File: config.mk
export PLATFORM = sky130hd
export DESIGN_NAME = phase_octant_calc
export DESIGN_NICKNAME = d
export VERILOG_FILES = /design/src/rtl/phase_calc_pkg.sv /design/src/rtl/phase_ratio_div.sv /design/src/rtl/phase_atan_lut.sv /design/src/rtl/phase_octant_fold.sv /design/src/rtl/phase_octant_calc.sv
export SDC_FILE = /design/constraint.sdc
export NUM_CORES = 1
export LEC_CHECK = 0
export BUFFER_PORTS_ARGS = -buffer_cell sky130_fd_sc_hd__clkbuf_2
export CORE_ASPECT_RATIO = 0.75
export CORE_MARGIN = 4
export CORE_UTILIZATION = 40
export CTS_CLUSTER_DIAMETER = 120
export DETAILED_ROUTE_END_ITERATION = 6
export PLACE_DENSITY = 0.67
export SLEW_MARGIN = 0
export SYNTH_ARGS = -nofsm -noshare
export SYNTH_HDL_FRONTEND = slang
export SYNTH_SLANG_ARGS = --single-unit
export TNS_END_PERCENT = 10
File: constraint.sdc
create_clock -name clk -period 7.59 [get_ports clk]
set_input_delay 1.1385 -clock clk [delete_from_list [all_inputs] [get_ports clk]]
set_output_delay 1.1385 -clock clk [all_outputs]
set_load 0.02 [all_outputs]
File: src/rtl/phase_calc_pkg.sv
package phase_calc_pkg;

  // Output angle: 2^PHASE_W units per full turn
  localparam int PHASE_W   = 12;
  // Fractional bits of the min/max ratio
  localparam int RATIO_W   = 12;
  // Table index bits taken from the top of the ratio
  localparam int LUT_AW    = 8;
  localparam int LUT_N     = 1 << LUT_AW;
  // Ratios below 2^-SMALL_LOG use the linear approximation
  localparam int SMALL_LOG = 5;
  // Linear slope: 2^PHASE_W / (2*pi) / 2^RATIO_W ~= SLOPE_NUM / 2^SLOPE_SH
  localparam int SLOPE_NUM = 163;
  localparam int SLOPE_SH  = 10;
  // Angle iteration used at elaboration to fill the table
  localparam int CORDIC_N  = 14;
  localparam int ANG_FRAC  = 8;

  typedef logic [PHASE_W-1:0] phase_t;
  typedef logic [RATIO_W-1:0] ratio_t;

  typedef struct packed {
    logic neg_c;
    logic neg_s;
    logic swap;
    logic zero;
  } fold_t;

  // atan(2^-k) in units of 2^(PHASE_W+ANG_FRAC) per turn
  function automatic longint step_angle(input int k);
    case (k)
      0:  return 64'sd131072;
      1:  return 64'sd77376;
      2:  return 64'sd40884;
      3:  return 64'sd20753;
      4:  return 64'sd10417;
      5:  return 64'sd5213;
      6:  return 64'sd2607;
      7:  return 64'sd1304;
      8:  return 64'sd652;
      9:  return 64'sd326;
      10: return 64'sd163;
      11: return 64'sd81;
      12: return 64'sd41;
      default: return 64'sd20;
    endcase
  endfunction

  // arctan(num / 2^RATIO_W) in phase units, by vectoring iterations
  function automatic phase_t octant_atan(input int unsigned num);
    longint x;
    longint y;
    longint z;
    longint xn;
    x = longint'(1) << (RATIO_W + 12);
    y = longint'(num) << 12;
    z = 0;
    for (int k = 0; k < CORDIC_N; k++) begin
      if (y >= 0) begin
        xn = x + (y >>> k);
        y  = y - (x >>> k);
        z  = z + step_angle(k);
      end else begin
        xn = x - (y >>> k);
        y  = y + (x >>> k);
        z  = z - step_angle(k);
      end
      x = xn;
    end
    return phase_t'((z + (longint'(1) << (ANG_FRAC - 1))) >>> ANG_FRAC);
  endfunction

  // Small-ratio path: arctan(r) ~= r, rescaled to phase units
  function automatic phase_t small_atan(input ratio_t r);
    int t;
    t = int'(r) * SLOPE_NUM + (1 << (SLOPE_SH - 1));
    return phase_t'(t >>> SLOPE_SH);
  endfunction

  // Place a first-octant angle into the full turn
  function automatic phase_t fold_octant(input phase_t base, input logic swap,
                                         input logic neg_c, input logic neg_s);
    phase_t qtr;
    phase_t half;
    phase_t tqtr;
    phase_t res;
    qtr  = phase_t'(1 << (PHASE_W - 2));
    half = phase_t'(1 << (PHASE_W - 1));
    tqtr = phase_t'(3 << (PHASE_W - 2));
    unique case ({swap, neg_c, neg_s})
      3'b000:  res = base;
      3'b001:  res = phase_t'(0) - base;
      3'b010:  res = half - base;
      3'b011:  res = half + base;
      3'b100:  res = qtr - base;
      3'b101:  res = tqtr + base;
      3'b110:  res = qtr + base;
      default: res = tqtr - base;
    endcase
    return res;
  endfunction

endpackage

File: src/rtl/phase_ratio_div.sv
module phase_ratio_div
  import phase_calc_pkg::*;
#(
  parameter int MAG_W = 24
) (
  input  logic             clk,
  input  logic             rst_n,
  input  logic             load_i,
  input  logic [MAG_W-1:0] num_i,
  input  logic [MAG_W-1:0] den_i,
  output ratio_t           quot_o,
  output logic             last_o,
  output logic             run_o
);

  localparam int CNT_W = $clog2(RATIO_W + 1);

  logic [MAG_W-1:0] rem_q;
  logic [MAG_W-1:0] den_q;
  logic [CNT_W-1:0] cnt_q;
  logic             run_q;
  ratio_t           quot_q;

  logic [MAG_W:0]   rem_sh;
  logic [MAG_W:0]   rem_dif;
  logic             fits;

  // One restoring step: shift, trial-subtract, keep on success
  assign rem_sh  = {rem_q, 1'b0};
  assign fits    = rem_sh >= {1'b0, den_q};
  assign rem_dif = rem_sh - {1'b0, den_q};

  always_ff @(posedge clk) begin
    if (!rst_n) begin
      rem_q  <= '0;
      den_q  <= '0;
      cnt_q  <= '0;
      run_q  <= 1'b0;
      quot_q <= '0;
    end else if (load_i) begin
      rem_q  <= num_i;
      den_q  <= den_i;
      cnt_q  <= CNT_W'(RATIO_W);
      run_q  <= 1'b1;
      quot_q <= '0;
    end else if (run_q) begin
      rem_q  <= fits ? rem_dif[MAG_W-1:0] : rem_sh[MAG_W-1:0];
      quot_q <= {quot_q[RATIO_W-2:0], fits};
      cnt_q  <= cnt_q - 1'b1;
      if (cnt_q == CNT_W'(1)) run_q <= 1'b0;
    end
  end

  assign quot_o = quot_q;
  assign last_o = run_q && (cnt_q == CNT_W'(1));
  assign run_o  = run_q;

endmodule

File: src/rtl/phase_atan_lut.sv
module phase_atan_lut
  import phase_calc_pkg::*;
(
  input  ratio_t ratio_i,
  output phase_t base_o,
  output logic   small_o
);

  localparam int IDX_SH    = RATIO_W - LUT_AW;
  localparam int SMALL_LIM = 1 << (RATIO_W - SMALL_LOG);

  phase_t table_w [LUT_N];

  // Each entry is the arctangent at the middle of its ratio bin
  for (genvar i = 0; i < LUT_N; i++) begin : g_rom
    localparam int unsigned MID   = (i << IDX_SH) + (1 << (IDX_SH - 1));
    localparam phase_t      ENTRY = octant_atan(MID);
    assign table_w[i] = ENTRY;
  end

  logic [LUT_AW-1:0] idx;
  assign idx     = ratio_i[RATIO_W-1 -: LUT_AW];
  assign small_o = ratio_i < ratio_t'(SMALL_LIM);
  assign base_o  = small_o ? small_atan(ratio_i) : table_w[idx];

endmodule

File: src/rtl/phase_octant_fold.sv
module phase_octant_fold
  import phase_calc_pkg::*;
(
  input  phase_t base_i,
  input  logic   swap_i,
  input  logic   neg_c_i,
  input  logic   neg_s_i,
  output phase_t phase_o
);

  assign phase_o = fold_octant(base_i, swap_i, neg_c_i, neg_s_i);

endmodule

File: src/rtl/phase_octant_calc.sv
module phase_octant_calc
  import phase_calc_pkg::*;
#(
  parameter int SUM_W = 24
) (
  input  logic                    clk,
  input  logic                    rst_n,
  input  logic                    start_i,
  input  logic signed [SUM_W-1:0] dc_cos_i,
  input  logic signed [SUM_W-1:0] dc_sin_i,
  output logic                    busy_o,
  output logic                    phase_valid_o,
  output logic [PHASE_W-1:0]      phase_o,
  output logic                    undef_o
);

  localparam int MAG_W = SUM_W;

  typedef enum logic [1:0] {ST_IDLE, ST_DIV, ST_MAP} state_e;

  function automatic logic [MAG_W-1:0] mag_of(input logic signed [SUM_W-1:0] v);
    return v[SUM_W-1] ? MAG_W'(-v) : MAG_W'(v);
  endfunction

  state_e           state_q;
  fold_t            fold_q;
  phase_t           phase_q;
  logic             valid_q;
  logic             undef_q;

  logic [MAG_W-1:0] mag_c;
  logic [MAG_W-1:0] mag_s;
  logic             in_swap;
  logic             in_zero;

  // Named events shared with the checker
  logic             accept;
  logic             div_load;
  logic             div_last;
  logic             div_run;
  logic             map_en;
  logic             small_sel;
  ratio_t           ratio;
  phase_t           base_angle;
  phase_t           folded;

  assign mag_c    = mag_of(dc_cos_i);
  assign mag_s    = mag_of(dc_sin_i);
  assign in_swap  = mag_c < mag_s;
  assign in_zero  = (mag_c == '0) && (mag_s == '0);

  assign accept   = start_i && (state_q == ST_IDLE);
  assign div_load = accept && !in_zero;
  assign map_en   = state_q == ST_MAP;

  phase_ratio_div #(.MAG_W(MAG_W)) u_div (
    .clk    (clk),
    .rst_n  (rst_n),
    .load_i (div_load),
    .num_i  (in_swap ? mag_c : mag_s),
    .den_i  (in_swap ? mag_s : mag_c),
    .quot_o (ratio),
    .last_o (div_last),
    .run_o  (div_run)
  );

  phase_atan_lut u_lut (
    .ratio_i (ratio),
    .base_o  (base_angle),
    .small_o (small_sel)
  );

  phase_octant_fold u_fold (
    .base_i  (base_angle),
    .swap_i  (fold_q.swap),
    .neg_c_i (fold_q.neg_c),
    .neg_s_i (fold_q.neg_s),
    .phase_o (folded)
  );

  always_ff @(posedge clk) begin
    if (!rst_n) begin
      state_q <= ST_IDLE;
      fold_q  <= '0;
    end else begin
      unique case (state_q)
        ST_IDLE: if (accept) begin
          fold_q  <= '{neg_c: dc_cos_i[SUM_W-1], neg_s: dc_sin_i[SUM_W-1],
                       swap: in_swap, zero: in_zero};
          state_q <= in_zero ? ST_MAP : ST_DIV;
        end
        ST_DIV:  if (div_last) state_q <= ST_MAP;
        default: state_q <= ST_IDLE;
      endcase
    end
  end

  always_ff @(posedge clk) begin
    if (!rst_n) begin
      phase_q <= '0;
      valid_q <= 1'b0;
      undef_q <= 1'b0;
    end else begin
      valid_q <= map_en;
      if (map_en) begin
        phase_q <= fold_q.zero ? phase_t'(0) : folded;
        undef_q <= fold_q.zero;
      end
    end
  end

  assign busy_o        = state_q != ST_IDLE;
  assign phase_valid_o = valid_q;
  assign phase_o       = phase_q;
  assign undef_o       = undef_q;

endmodule

==> flow_metrics.tcl <==
set metrics [dict create \
    status "finished, final reports clean" \
    track_usage_pct 20.5 \
    synthArstFlopShare_pct 0 \
    p_int_mw 1.11 \
    grt_overflow 0 \
    synthTopCellsByArea "dfxtp_1, ha_1, a21oi_1" \
    dp_worst_setup_slack_ns 1.15 \
    switching_share_pct 40.5 \
    synthFlopType "dfxtp_1" \
    ys_ff_latch 85 \
    switchingPower_mw 0.758 \
    fillers 2805 \
    cts_tree "done" \
    skew_ns 0.0122 \
    clkLatencyLatePin_ns 0.35 \
    yosysTopAreaCell "dfxtp_1" \
    avgRoutedWirePerCell_microns 17.6 \
    grt_pass1_vias 9638 \
    power.leakage_nw 5.43 \
    synth_area_sq_um 11400 \
    yosysUniqueCellTypes 87 \
    final_cell_mix "nor2_1, ha_1, nand2_1" \
    vias 11123 \
    power.density_nw_per_um2 153 \
    cts_resized 0 \
    diodes 0 \
    syn2layout_area_growth_pct 7.63 \
    maxSlewViolCount 0 \
    drive_above_1_share_pct 9.72 \
    critPathKind "flip-flop to flip-flop" \
    cts_root_buffer "clkbuf_16" \
    firstDrtPassIters 6 \
    syn_inst 1504 \
    finalHoldViolCount 0 \
    p_total_mw 1.87 \
    clock_sinks 85 \
    path_clk_slew_ns 0.07 \
    sequentialPowerShare_pct 27.7 \
    fin_crit_sh_pct 87.1 \
    clock_power_share_pct 25.6 \
    setup_slack_ns 0.981 \
    hp-class "flip-flop to flip-flop" \
    worstMarginPinSlew_ns 0.758 \
    place_hpwl_mm 25.4 \
    layout_commonest_cell "nor2_1" \
    initial_core_util_pct 40.6 \
    numPortBuffers 65 \
    fin_nets 1704 \
    p_comb_share_pct 46.7 \
    cap_violations 0 \
    die_height_microns 154 \
    die_w_microns 203 \
    yosys_warnings 0 \
    required_ns 7.82 \
    rsz0062_at_grt "no" \
    fmax_mhz 151 \
    layout_min_cycle_time_ns 6.61 \
    setup_tns_ns 0 \
    drt-initial-drc-count 1258 \
    cts.path.max_buffers 2 \
    grt_max_degree 70 \
    worst-endpoint-arrival_ns 6.84 \
    die_area_sq_um 31300 \
    h-tree-depth 3 \
    ys_seq_area_share_pct 14.9 \
    postCtsHoldBufs 0 \
    setup_viol 0 \
    critPathLaunchType "flip-flop" \
    slew_headroom_pct 49.4 \
    synth_edf_count 0 \
    rows 53 \
    grt_pass1_wl_mm 52.8 \
    ant_nets 0 \
    fp.coreArea_sq_um 28100 \
    gp_congestion 0.940 \
    io_pins 66 \
    peakVddDrop_mv 0.120 \
    synth_area_per_cell_sq_um 7.58 \
    drt-vias-per-instance 5.86 \
    grt_antenna_before_repair 0 \
    synth_top_area_share_pct 14.9 \
    drc 0 \
    cts-buffers-inserted 9 \
    wl_mm 33.4 \
    cp_max_fo 17 \
    synth_nets 1701 \
    postCtsSetupBuffers 0 \
    end_kind "flip-flop" \
]
area by class of cell:
class | instances | area, sq um | share of cell area (%)
clock buffers | 11 | 253 | 2.06
clock inverters | 5 | 67.6 | 0.551
inverters | 125 | 469 | 3.82
multi-input cells | 1204 | 8840 | 72.0
flip-flops and latches | 85 | 1710 | 13.9
well taps | 385 | 482 | 3.93
repair buffers | 82 | 453 | 3.69
routing by layer:
metal / share of wire, % / track usage, % / vias to the layer above
met5: 0 / 0 / -
met4: 0.64 / 2.55 / 0
met3: 9.4 / 4.32 / 15
met2: 37 / 26.4 / 464
met1: 53 / 34.5 / 5179
li1: - / - / 5465
cells in the mapped netlist, drive strengths merged (5+ instances only):
cell type  number
a211oi         20
and3           12
o2111ai         7
a21oi         119
a22oi           8
and2           14
o311ai         13
inv           122
mux2            5
ha            133
o41ai           5
a21boi          7
xor2           47
nand2         123
nand3          33
or2             6
clkbuf         54
nor2          138
dfxtp          85
a21o           30
buf            36
a211o           7
a311oi          9
fa             13
o21ai          67
a221oi          7
o211ai         47
o31ai           9
nor3           22
nand2b         27
or4             7
mux4           11
or3            12
nor2b          20
xnor2          48
nand4          22
o21a            7
a31oi          17
nor4           12
mux2i          59
path summary, 6_finish.rpt:
path	startpoint	endpoint	slack (ns)	cells after the start
min	phase_o[6]$_SDFFE_PN0P_	phase_o[6]$_SDFFE_PN0P_	0.45	2
max	u_div.quot_o[4]$_SDFFE_PP0P_	phase_o[11]$_SDFFE_PN0P_	0.98	21
min reg2reg	phase_o[6]$_SDFFE_PN0P_	phase_o[6]$_SDFFE_PN0P_	0.45	2
max reg2reg	u_div.quot_o[4]$_SDFFE_PP0P_	phase_o[11]$_SDFFE_PN0P_	0.98	21
power by group through the flow:
stage	combinational, mW	clock, mW	sequential (mW)
finish	0.875	0.479	0.518
global route	0.964	0.506	0.523
CTS	0.859	0.488	0.517
floorplan	0.669	0	0.520
detailed placement	0.851	0	0.527
global placement	0.839	0	0.526
flip-flops by register name, indices dropped and copies added (netlist names):
register / cells
u_div.cnt_q: 4
u_div.run_o: 1
state_q: 2
undef_o: 1
fold_q: 4
u_div.den_q: 24
phase_o: 12
u_div.quot_o: 12
phase_valid_o: 1
u_div.rem_q: 24
metrics by stage:
stage | util, % | cells | hold slack (ns) | area [sq um]
CTS | 43.7 | 1897 | 0.454 | 12300
floorplan | - | 1504 | 0.446 | 11400
global placement | 42.6 | 1881 | 0.440 | 11900
finish | 43.7 | 1897 | 0.450 | 12300
global route | 43.7 | 1897 | 0.473 | 12300
detailed placement | 42.6 | 1881 | 0.445 | 11900
cell families after synthesis:
family / share of synthesized area [%]
buffers and inverters: 7.63
adders and majority gates: 16.9
and+or+nand+nor: 19.8
muxes: 7.85
xor gates and xnor gates: 7.53
AOI/OAI and AO/OA: 25.3
DFF: 14.9
critical path, cell delays in order (launching register included):
cell and delay, ns:
dfxtp_1 0.74, ha_1 0.39, ha_1 0.34, fa_1 0.53
inv_1 0.05, fa_1 0.52, inv_1 0.04, ha_1 0.50
a21oi_2 0.15, and2_1 0.19, a221o_1 0.33, nor3_2 0.26
nand4_1 0.24, nor3_1 0.33, nand2_1 0.10, or4_1 0.61
ha_1 0.37, nand3_1 0.12, o31ai_4 0.29, mux2i_1 0.11
a31oi_1 0.18, a21oi_1 0.09
Note: power is estimated with default switching activity, not from simulation.
